### config.mk
export PLATFORM = sky130hd
export DESIGN_NAME = ud_event_counter
export DESIGN_NICKNAME = d
export VERILOG_FILES = /design/src/rtl/ud_cnt_pkg.sv /design/src/rtl/ud_cnt_clksel.sv /design/src/rtl/ud_cnt_regs.sv /design/src/rtl/ud_cnt_core.sv /design/src/rtl/ud_event_counter.sv
export SDC_FILE = /design/constraint.sdc
export NUM_CORES = 1
export LEC_CHECK = 0
export BUFFER_PORTS_ARGS = -buffer_cell sky130_fd_sc_hd__buf_2
export CAP_MARGIN = 0
export CORE_MARGIN = 2
export CORE_UTILIZATION = 59
export DETAILED_ROUTE_END_ITERATION = 12
export GPL_TIMING_DRIVEN = 0
export PLACE_DENSITY = 0.86
export SYNTH_ARGS = -nofsm -noshare
export SYNTH_HDL_FRONTEND = slang
export SYNTH_SLANG_ARGS = --single-unit
export TNS_END_PERCENT = 50
### constraint.sdc
create_clock -name clk_i -period 3.2 [get_ports clk_i]
set_clock_uncertainty 0.1 [all_clocks]
set_input_delay 0 -clock clk_i [delete_from_list [all_inputs] [get_ports clk_i]]
set_output_delay 0 -clock clk_i [all_outputs]
set_load 0.02 [all_outputs]
### src/rtl/ud_cnt_pkg.sv
package ud_cnt_pkg;
  localparam int CNT_W = 10;
  localparam int NIB_W = 4;
  localparam int SEL_W = 3;
  localparam int SPAN_W = 2;

  localparam logic [2:0] ADR_DLO  = 3'd0;
  localparam logic [2:0] ADR_DMID = 3'd1;
  localparam logic [2:0] ADR_DHI  = 3'd2;
  localparam logic [2:0] ADR_MODE = 3'd3;
  localparam logic [2:0] ADR_CTRL = 3'd4;

  localparam int CTL_LOAD  = 0;
  localparam int CTL_START = 1;
  localparam int MODE_DIR  = 3;
endpackage

### src/rtl/ud_cnt_clksel.sv
module ud_cnt_clksel
  import ud_cnt_pkg::*;
#(
  parameter int SW = SEL_W,
  localparam int NSRC = 1 << SW,
  localparam int NTAP = NSRC - 2
) (
  input  logic            clk_i,
  input  logic            rst_ni,
  input  logic [SW-1:0]   sel_i,
  input  logic            run_i,
  input  logic            pin0_i,
  input  logic            pin3_i,
  input  logic [NTAP-1:0] taps_i,
  output logic            tick_o
);
  logic [NSRC-1:0] src_vec;
  logic            src, lvl_q;

  assign src_vec = {pin3_i, taps_i, pin0_i};
  assign src     = src_vec[sel_i];

  always_ff @(posedge clk_i or negedge rst_ni) begin
    if (!rst_ni) lvl_q <= 1'b0;
    else         lvl_q <= src;
  end

  assign tick_o = run_i & src & ~lvl_q;

  p_tick_run_r11: assert property (@(posedge clk_i) disable iff (!rst_ni)
    tick_o |-> run_i);
endmodule

### src/rtl/ud_cnt_regs.sv
module ud_cnt_regs
  import ud_cnt_pkg::*;
#(
  parameter int CW = CNT_W,
  parameter int NW = NIB_W,
  parameter int SW = SEL_W,
  parameter int PW = SPAN_W,
  localparam int HW  = CW - 2 * NW,
  localparam int SHW = CW - NW
) (
  input  logic          clk_i,
  input  logic          rst_ni,
  input  logic          wr_en_i,
  input  logic          rd_en_i,
  input  logic [2:0]    addr_i,
  input  logic [NW-1:0] wdata_i,
  input  logic [CW-1:0] count_i,
  output logic [NW-1:0] rdata_o,
  output logic [CW-1:0] creg_o,
  output logic          load_o,
  output logic          flip_o,
  output logic          dir_up_o,
  output logic          run_o,
  output logic [SW-1:0] sel_o,
  output logic [PW-1:0] span_o
);
  logic [NW-1:0]  lo_q, mid_q;
  logic [HW-1:0]  hi_q;
  logic [SHW-1:0] shadow_q;
  logic           dir_q, start_q;
  logic [SW-1:0]  sel_q;
  logic [PW-1:0]  span_q;
  logic           wr_mode, wr_ctrl, snap;

  assign wr_mode = wr_en_i && (addr_i == ADR_MODE);
  assign wr_ctrl = wr_en_i && (addr_i == ADR_CTRL);
  assign snap    = rd_en_i && (addr_i == ADR_DLO);
  assign creg_o  = {hi_q, mid_q, lo_q};
  assign load_o  = wr_ctrl && wdata_i[CTL_LOAD];
  assign flip_o  = wr_mode && (wdata_i[MODE_DIR] != dir_q);

  always_ff @(posedge clk_i or negedge rst_ni) begin
    if (!rst_ni) begin
      lo_q     <= '0;
      mid_q    <= '0;
      hi_q     <= '0;
      dir_q    <= 1'b0;
      sel_q    <= '0;
      span_q   <= '0;
      start_q  <= 1'b0;
      shadow_q <= '0;
    end else begin
      if (wr_en_i && addr_i == ADR_DLO)  lo_q  <= wdata_i;
      if (wr_en_i && addr_i == ADR_DMID) mid_q <= wdata_i;
      if (wr_en_i && addr_i == ADR_DHI)  hi_q  <= wdata_i[HW-1:0];
      if (wr_mode) begin
        dir_q <= wdata_i[MODE_DIR];
        sel_q <= wdata_i[SW-1:0];
      end
      if (wr_ctrl) begin
        span_q  <= wdata_i[NW-1 -: PW];
        // zero load doubles as stop
        start_q <= wdata_i[CTL_START] && !(load_o && creg_o == '0);
      end
      if (snap) shadow_q <= count_i[CW-1:NW];
    end
  end

  always_comb begin
    unique case (addr_i)
      ADR_DLO:  rdata_o = count_i[NW-1:0];
      ADR_DMID: rdata_o = shadow_q[NW-1:0];
      ADR_DHI:  rdata_o = NW'(shadow_q[SHW-1:NW]);
      ADR_MODE: rdata_o = {dir_q, sel_q};
      ADR_CTRL: rdata_o = {span_q, start_q, 1'b0};
      default:  rdata_o = '0;
    endcase
  end

  assign dir_up_o = dir_q;
  assign run_o    = start_q;
  assign sel_o    = sel_q;
  assign span_o   = span_q;

  p_shadow_r2: assert property (@(posedge clk_i) disable iff (!rst_ni)
    snap |=> shadow_q == $past(count_i[CW-1:NW]));
  p_zero_stop_r8: assert property (@(posedge clk_i) disable iff (!rst_ni)
    (load_o && creg_o == '0) |=> !start_q);
  p_load_rd0_r1: assert property (@(posedge clk_i) disable iff (!rst_ni)
    (addr_i == ADR_CTRL) |-> !rdata_o[CTL_LOAD]);
endmodule

### src/rtl/ud_cnt_core.sv
module ud_cnt_core
  import ud_cnt_pkg::*;
#(
  parameter int CW = CNT_W,
  parameter int PW = SPAN_W
) (
  input  logic          clk_i,
  input  logic          rst_ni,
  input  logic          load_i,
  input  logic [CW-1:0] load_val_i,
  input  logic          flip_i,
  input  logic          tick_i,
  input  logic          dir_up_i,
  input  logic [PW-1:0] span_i,
  output logic [CW-1:0] count_o,
  output logic          irq_o
);
  logic [CW-1:0] cnt_q, mask, stepped, nxt;
  logic          hit;

  always_comb begin
    mask    = {CW{1'b1}} >> {span_i, 1'b0};
    stepped = dir_up_i ? cnt_q + 1'b1 : cnt_q - 1'b1;
    nxt     = (cnt_q & ~mask) | (stepped & mask);
    hit     = dir_up_i ? ((nxt & mask) == mask) : ((nxt & mask) == '0);
  end

  // priority: load, then direction flip, then step
  always_ff @(posedge clk_i or negedge rst_ni) begin
    if (!rst_ni) begin
      cnt_q <= '0;
      irq_o <= 1'b0;
    end else begin
      irq_o <= 1'b0;
      if (load_i)      cnt_q <= load_val_i;
      else if (flip_i) cnt_q <= ~cnt_q;
      else if (tick_i) begin
        cnt_q <= nxt;
        irq_o <= hit;
      end
    end
  end

  assign count_o = cnt_q;

  p_load_copy_r1: assert property (@(posedge clk_i) disable iff (!rst_ni)
    load_i |=> cnt_q == $past(load_val_i));
  p_load_quiet_r6: assert property (@(posedge clk_i) disable iff (!rst_ni)
    load_i |=> !irq_o);
  p_flip_inv_r7: assert property (@(posedge clk_i) disable iff (!rst_ni)
    (flip_i && !load_i) |=> (cnt_q == ~$past(cnt_q)) && !irq_o);
  p_hold_r11: assert property (@(posedge clk_i) disable iff (!rst_ni)
    (!tick_i && !load_i && !flip_i) |=> $stable(cnt_q) && !irq_o);
  p_irq_step_r3: assert property (@(posedge clk_i) disable iff (!rst_ni)
    irq_o |-> $past(tick_i));
endmodule

### src/rtl/ud_event_counter.sv
module ud_event_counter
  import ud_cnt_pkg::*;
(
  input  logic             clk_i,
  input  logic             rst_ni,
  input  logic             wr_en_i,
  input  logic             rd_en_i,
  input  logic [2:0]       addr_i,
  input  logic [NIB_W-1:0] wdata_i,
  output logic [NIB_W-1:0] rdata_o,
  input  logic             pin0_i,
  input  logic             pin3_i,
  input  logic [5:0]       presc_taps_i,
  output logic             irq_o
);
  logic [CNT_W-1:0]  count, creg;
  logic              load, flip, dir_up, run, tick;
  logic [SEL_W-1:0]  sel;
  logic [SPAN_W-1:0] span;

  ud_cnt_regs u_regs (
    .clk_i, .rst_ni, .wr_en_i, .rd_en_i, .addr_i, .wdata_i,
    .count_i(count), .rdata_o, .creg_o(creg), .load_o(load),
    .flip_o(flip), .dir_up_o(dir_up), .run_o(run), .sel_o(sel),
    .span_o(span)
  );

  ud_cnt_clksel u_clksel (
    .clk_i, .rst_ni, .sel_i(sel), .run_i(run), .pin0_i, .pin3_i,
    .taps_i(presc_taps_i), .tick_o(tick)
  );

  ud_cnt_core u_core (
    .clk_i, .rst_ni, .load_i(load), .load_val_i(creg), .flip_i(flip),
    .tick_i(tick), .dir_up_i(dir_up), .span_i(span), .count_o(count),
    .irq_o
  );
endmodule

==> impl_metrics.yaml, run 1 <==
drt:
  firstDrtPassIters: 4
  drc: 0
  drtIter0Drc: 257
  wl_per_cell_um: 18.7
  route.final.wire_length_um: 6130
  dr_total_vias: 2072
  antenna_violating_nets_post_route: 0
  via_per_inst: 6.32
run:
  maxCapViolCount: 0
layout:
  utilization: 0.695
  design_area_um2: 2780
  fin_nets: 307
  layout-drive-gt1-share: 0.266
  instances_no_fill: 328
  antenna_cells: 0
  syn_to_final_growth_pct: 12.8
timing:
  max_freq_mhz: 333
  period_share: 0.939
  hold_violations: 0
  fin_crit_ps: 3010
  setup_viol: 0
  setup_slack_ps: 194
  worst_pin_slew_ps: 774
  drv_slew: 0
  relSlewSlack: 0.484
  rsz0062_at_grt: "no"
  setup-tns-final_ps: 0
clock_tree:
  hold_buffers: 5
  cts_setup_buffers: 0
  cts_tree: "yes"
  h-tree-depth: 2
  clock_tree.root_cell: "clkbuf_8"
  cts_resized: 0
  clkSinkCount: 35
  cts-buffers-inserted: 5
  cts_buffer_depth: 2
  clock_latency_ps: 300
  clkTransAtPathRegs_ps: 80
floorplan:
  io_pins: 24
  die_h_um: 68.6
  dieArea_um2: 4710
  core_um2: 4000
  fp-row-count: 23
  die_x_um: 68.6
  initial_core_util: 0.616
critical_path:
  crit_slowest_cell: "dfrtp_1"
  end_kind: "register"
  crit_type: "register to register"
  critical_path.cell_chain: "inv_1, ha_1, buf_2, and3_1, a221o_1, o41ai_2, xnor2_1, a31o_2, o2111ai_1, a22oi_1"
  reg2regPathDepth: 10
  reg2reg_from: "u_regs.dir_up_o"
  setup.worst_path.start_class: "register"
  r2r_slack_ps: 190
  reg2reg_to: "u_core.irq_o"
  worst_ep_arrival_time_ps: 3110
  max_stage_delay_ps: 480
  crit_path_max_fanout: 10
  worstPathRequired_ps: 3300
  cp-startpoint: "u_regs.dir_up_o"
yosys:
  yosys.area.top_type: "dfrtp_1"
  synthArstFlopShare: 1.00
  synth_edf_count: 0
  synth_warnings: 0
  synth_ff_type: "dfrtp_1"
  postSynthCellCount: 243
  synth_fp_nets: 273
  postSynthAreaPerCell_um2: 10.1
  ys_seq_area_frac: 0.355
  synth_top_area_frac: 0.355
  synth_area_um2: 2460
  ys_seq_elements: 35
  synth.area.top_cells: "dfrtp_1 36%, mux2_2 11%, ha_1 5.1%"
  synth_cell_types: 62
power:
  vdd_drop_max_mv: 0.437
  powerDensity_nw_per_um2: 860
  power_leakage_nw: 1.25
place:
  hpwl_um: 4480
  globalplace.congestion: 0.929
  place_worst_setup_slack_ps: 209
  dpl_cell_area_um2: 2640
  dp_cells: 315
  io_buffers: 22
min_path:
  hold_class: "primary input to register"
  worstHoldPathCells: 3
  hold_start: "addr_i[2]"
  holdPathEnd: "u_regs.shadow_q[3]"
grt:
  grt-ovfl-total: 0
  antenna_found_initial: 0
  grt_max_degree: 36
  grt_pass1_vias: 2014
  grt_pass1_wl_um: 9580
  grtUsageTotal: 0.283
status:
  status: "complete, no violations"
[routing by layer]
layer | wire length, um | vias up | global-route usage | part of all wire
met1 | 2440 | 1017 | 0.349 | 0.40
met2 | 3140 | 73 | 0.482 | 0.51
met4 | 138 | 0 | 0.110 | 0.023
met5 | 0 | - | 0 | 0
li1 | - | 967 | - | -
met3 | 406 | 15 | 0.0601 | 0.066
[worst max-delay path: cells and delay by family, from the launching register on]
| family | cells | cell delay (ps) |
|---|---|---|
| AO/OA/AOI/OAI | 5 | 1140 |
| flip-flops | 1 | 480 |
| buffers and inverters | 2 | 480 |
| adder cells (fa/ha/maj) | 1 | 300 |
| XOR/XNOR | 1 | 210 |
| AND/OR/NAND/NOR | 1 | 190 |
[cells by family (layout without fill, tap and decap cells)]
kind of cell,after synthesis,in the layout,synth area share
DFF,35,35,0.355
muxes,32,32,0.163
buffers and inverters,22,57,0.0558
adders and majority gates,11,11,0.0589
xor gates and xnor gates,11,11,0.0391
AOI/OAI and AO/OA,56,56,0.152
and+or+nand+nor,76,76,0.175
[worst max path at each step]
stage	end	cells past startpoint	slack [ps]
2_1_floorplan	u_core.irq_o	10	600
5_1_grt	u_core.irq_o	10	5
4_1_cts	u_core.irq_o	10	190
3_3_place_gp	u_core.irq_o	10	260
6_report	u_core.irq_o	10	190
3_5_place_dp	u_core.irq_o	10	210
[cells in the final DEF (no fill, tap or decap), drive strengths merged, types with 3 or more instances in the layout]
cell,netlist,final
nor2b,3,3
xnor2,9,9
ha,10,10
nand3,3,3
or2,4,4
mux2,24,24
or3,3,3
a31oi,3,3
dfrtp,35,35
o2111ai,3,3
nor3,10,10
nor2,15,15
buf,5,27
a21oi,11,11
inv,9,10
o21ai,17,17
clkbuf,7,12
dlygate4sd3,0,5
mux4,3,3
and3,7,7
mux2i,5,5
a22o,3,3
nand2,19,19
[registers in the layout, indices dropped and copies added (netlist names)]
signal,cells
u_regs.mid_q,4
u_regs.hi_q,2
u_clksel.lvl_q,1
u_regs.dir_up_o,1
u_regs.lo_q,4
u_regs.shadow_q,6
u_core.count_o,10
u_regs.run_o,1
u_regs.sel_o,3
u_core.irq_o,1
u_regs.span_o,2
[layout make-up]
type | count | area, um2
buffer | 13 | 104
clock buffer | 5 | 68.8
clock inverter | 3 | 23.8
fill | 305 | 1220
inverter | 9 | 33.8
multi-input combinational | 186 | 1450
sequential | 35 | 876
tap | 50 | 62.6
timing repair buffer | 27 | 160
[power breakdown]
group	total [W]	internal, W	switching (W)
clock network	0.000335	0.000156	0.000180
registers	0.000773	0.000592	0.000182
logic	0.00128	0.000598	0.000685
total	0.00239	0.00135	0.00105
[cells in the mapped netlist, types with 3 or more instances]
| cell | instances |
|---|---|
| inv_1 | 9 |
| xnor2_1 | 9 |
| a22o_1 | 3 |
| mux2_2 | 23 |
| o21ai_0 | 15 |
| ha_1 | 10 |
| nand3_1 | 3 |
| nor2_1 | 14 |
| clkbuf_1 | 5 |
| mux4_1 | 3 |
| o2111ai_1 | 3 |
| and3_1 | 7 |
| a21oi_1 | 11 |
| mux2i_1 | 5 |
| nand2_1 | 19 |
| a31oi_1 | 3 |
| or2_2 | 3 |
| nor2b_1 | 3 |
| dfrtp_1 | 35 |
| nor3_1 | 9 |
[metrics by stage]
stage / hold slack (ps) / power (W)
after global routing: 114 / 0.00258
after global placement: 7.77 / 0.00197
after CTS: 102 / 0.00237
after floorplan: -396 / 0.00172
final: 107 / 0.00239
after detailed placement: 23.4 / 0.00203
No activity file was read; power rests on OpenSTA's default activity.
==> inputs of run 2 (changes only) <==
Settings changed: ABC_AREA from default to 1, CORE_UTILIZATION 59 to 60, PLACE_DENSITY 0.86 to 0.87.
==> run 2 against run 1 <==
Non-clock buffer count down 5. Critical endpoint unchanged. Area after synthesis grew 3.3%. Final cell count is 34% higher. Total power increased by 2.3%. Hold slack worse by 83 ps.
==> impl_metrics.yaml, run 2 <==
layout:
  mostFrequentLayoutCells: "111 x nand2_1, 39 x inv_1, 35 x dfrtp_1, 32 x nor2_1, 31 x o21ai_0"
  antenna_cells: 0
  instances_no_fill: 441
  largest_register_ffs: 10
  layout-drive-gt1-share: 0.169
  fin_nets: 420
  layout.cells.most_common: "nand2_1"
  syn_to_final_growth_pct: 13.8
  design_area_um2: 2900
critical_path:
  setup.worst_path.start_class: "register"
  crit_slowest_cell: "dfrtp_1"
  crit_path_max_fanout: 12
  crit_type: "register to register"
  max_stage_delay_ps: 440
  end_kind: "register"
  critPathMostFrequentCell: "nand2_1"
  worst_ep_arrival_time_ps: 2410
  worstPathRequired_ps: 3290
  critical_path.cell_chain: "inv_2, ha_1, a21oi_1, nand2_1, nand2_1, nand3_1, a21boi_0, nor2_1, nand3_1, nand2_1, inv_1, nor2_1"
place:
  io_buffers: 23
  hpwl_um: 4980
  dp_cells: 426
  dpl_cell_area_um2: 2720
  place_worst_setup_slack_ps: 904
  globalplace.congestion: 0.854
yosys:
  synth.most_common_cell: "nand2_1"
  ys_seq_elements: 35
  synthArstFlopShare: 1.00
  synth_cell_types: 40
  synth_fp_nets: 383
  postSynthAreaPerCell_um2: 7.21
  ys_seq_area_frac: 0.344
  synth_edf_count: 0
  synth_area_um2: 2550
  postSynthCellCount: 353
  synth.area.top_cells: "dfrtp_1 34%, nand2_1 16%, o21ai_0 6.1%"
  yosys-top-cells-count: "111 x nand2_1, 39 x inv_1, 35 x dfrtp_1, 32 x nor2_1, 31 x o21ai_0"
  yosys.area.top_type: "dfrtp_1"
  synth_top_area_frac: 0.344
  synth_ff_type: "dfrtp_1"
  synth_warnings: 0
timing:
  max_freq_mhz: 432
  hold_violations: 0
  setup_viol: 0
  drv_slew: 0
  worst_pin_slew_ps: 796
  fin_crit_ps: 2320
  relSlewSlack: 0.469
  rsz0062_at_grt: "no"
  period_share: 0.724
  setup_slack_ps: 884
  finalHoldWorstSlack_ps: 24.3
  setup-tns-final_ps: 0
floorplan:
  fp-row-count: 23
  dieArea_um2: 4780
  io_pins: 24
  core_um2: 4030
  initial_core_util: 0.632
  die_h_um: 69.1
  die_x_um: 69.1
min_path:
  hold_class: "primary input to register"
drt:
  route.final.wire_length_um: 6570
  drc: 0
  firstDrtPassIters: 4
  drtIter0Drc: 105
  via_per_inst: 5.53
  antenna_violating_nets_post_route: 0
  dr_total_vias: 2437
  wl_per_cell_um: 14.9
grt:
  grtUsageTotal: 0.294
  grt_pass1_vias: 2401
  grt_pass1_wl_um: 11100
  antenna_found_initial: 0
  grt-ovfl-total: 0
  grt_max_degree: 36
clock_tree:
  cts_buffer_depth: 2
  h-tree-depth: 2
  cts_setup_buffers: 0
  clock_latency_ps: 300
  cts-buffers-inserted: 5
  clkTransAtPathRegs_ps: 70
  cts_tree: "yes"
  clock_tree.root_cell: "clkbuf_8"
  clkSinkCount: 35
power:
  powerDensity_nw_per_um2: 845
  vdd_drop_max_mv: 0.457
  power_leakage_nw: 1.51
run:
  maxCapViolCount: 0
status:
  status: "complete, no violations"
run 2: path summary, 6_finish.rpt:
path / cells past startpoint / endpoint / start / slack (ps)
worst max-delay path: 12 / u_core.irq_o / u_regs.dir_up_o / 880
worst min-delay path: 3 / u_regs.lo_q[0] / wdata_i[0] / 20
worst max register to register: 12 / u_core.irq_o / u_regs.dir_up_o / 880
worst min register to register: 2 / u_regs.shadow_q[5] / u_regs.shadow_q[5] / 400
max in group asynchronous: 2 / u_core.count_o[4] / rst_ni / 2250
min in group asynchronous: 2 / u_clksel.lvl_q / rst_ni / 240
run 2: worst max-delay path, delay by kind of cell, from the launching register on:
family                     cells  cell delay (ps)
and+or+nand+nor                7              540
AOI/OAI and AO/OA              2              470
DFF                            1              440
adders and majority gates      1              370
buffers and inverters          2              300
run 2: cell families after synthesis:
| logic type | Yosys count | share of synthesized area |
|---|---|---|
| and+or+nand+nor | 179 | 0.307 |
| DFF | 35 | 0.344 |
| xor gates and xnor gates | 2 | 0.00688 |
| buffers and inverters | 51 | 0.0914 |
| muxes | 1 | 0.00442 |
| AOI/OAI and AO/OA | 74 | 0.190 |
| adders and majority gates | 11 | 0.0570 |
run 2: what timing repair did:
| item | in CTS | in global routing |
|---|---|---|
| gates resized for setup | 0 | 0 |
| hold buffers | 7 | 0 |
| hold endpoints to repair | 50 | 0 |
run 2: where the power goes:
part	switching [W]	leakage (nW)	internal (W)
logic	0.000826	1.02	0.000517
registers	0.000158	0.439	0.000578
clock network	0.000173	0.0505	0.000196
total	0.00116	1.51	0.00129
run 2: metal layers:
layer  part of all wire  GRT usage  vias to the layer above
met5                  0          0                        -
met1               0.43      0.367                     1109
met4              0.031      0.118                        0
met2               0.49      0.501                       77
met3              0.055     0.0512                       20
li1                   -          -                     1231
run 2: cell type report:
| type | count | area (um2) |
|---|---|---|
| multi-input combinational | 267 | 1440 |
| fill | 329 | 1130 |
| sequential | 35 | 876 |
| timing repair buffer | 30 | 185 |
| inverter | 46 | 175 |
| clock buffer | 7 | 96.3 |
| tap | 50 | 62.6 |
| buffer | 5 | 57.6 |
| clock inverter | 1 | 7.51 |
run 2: per-stage QoR:
step | util | total power [W]
global route | 0.719 | 0.00269
detailed placement | 0.676 | 0.00205
finish | 0.719 | 0.00245
CTS | 0.719 | 0.00243
floorplan | - | 0.00173
global placement | 0.676 | 0.00199
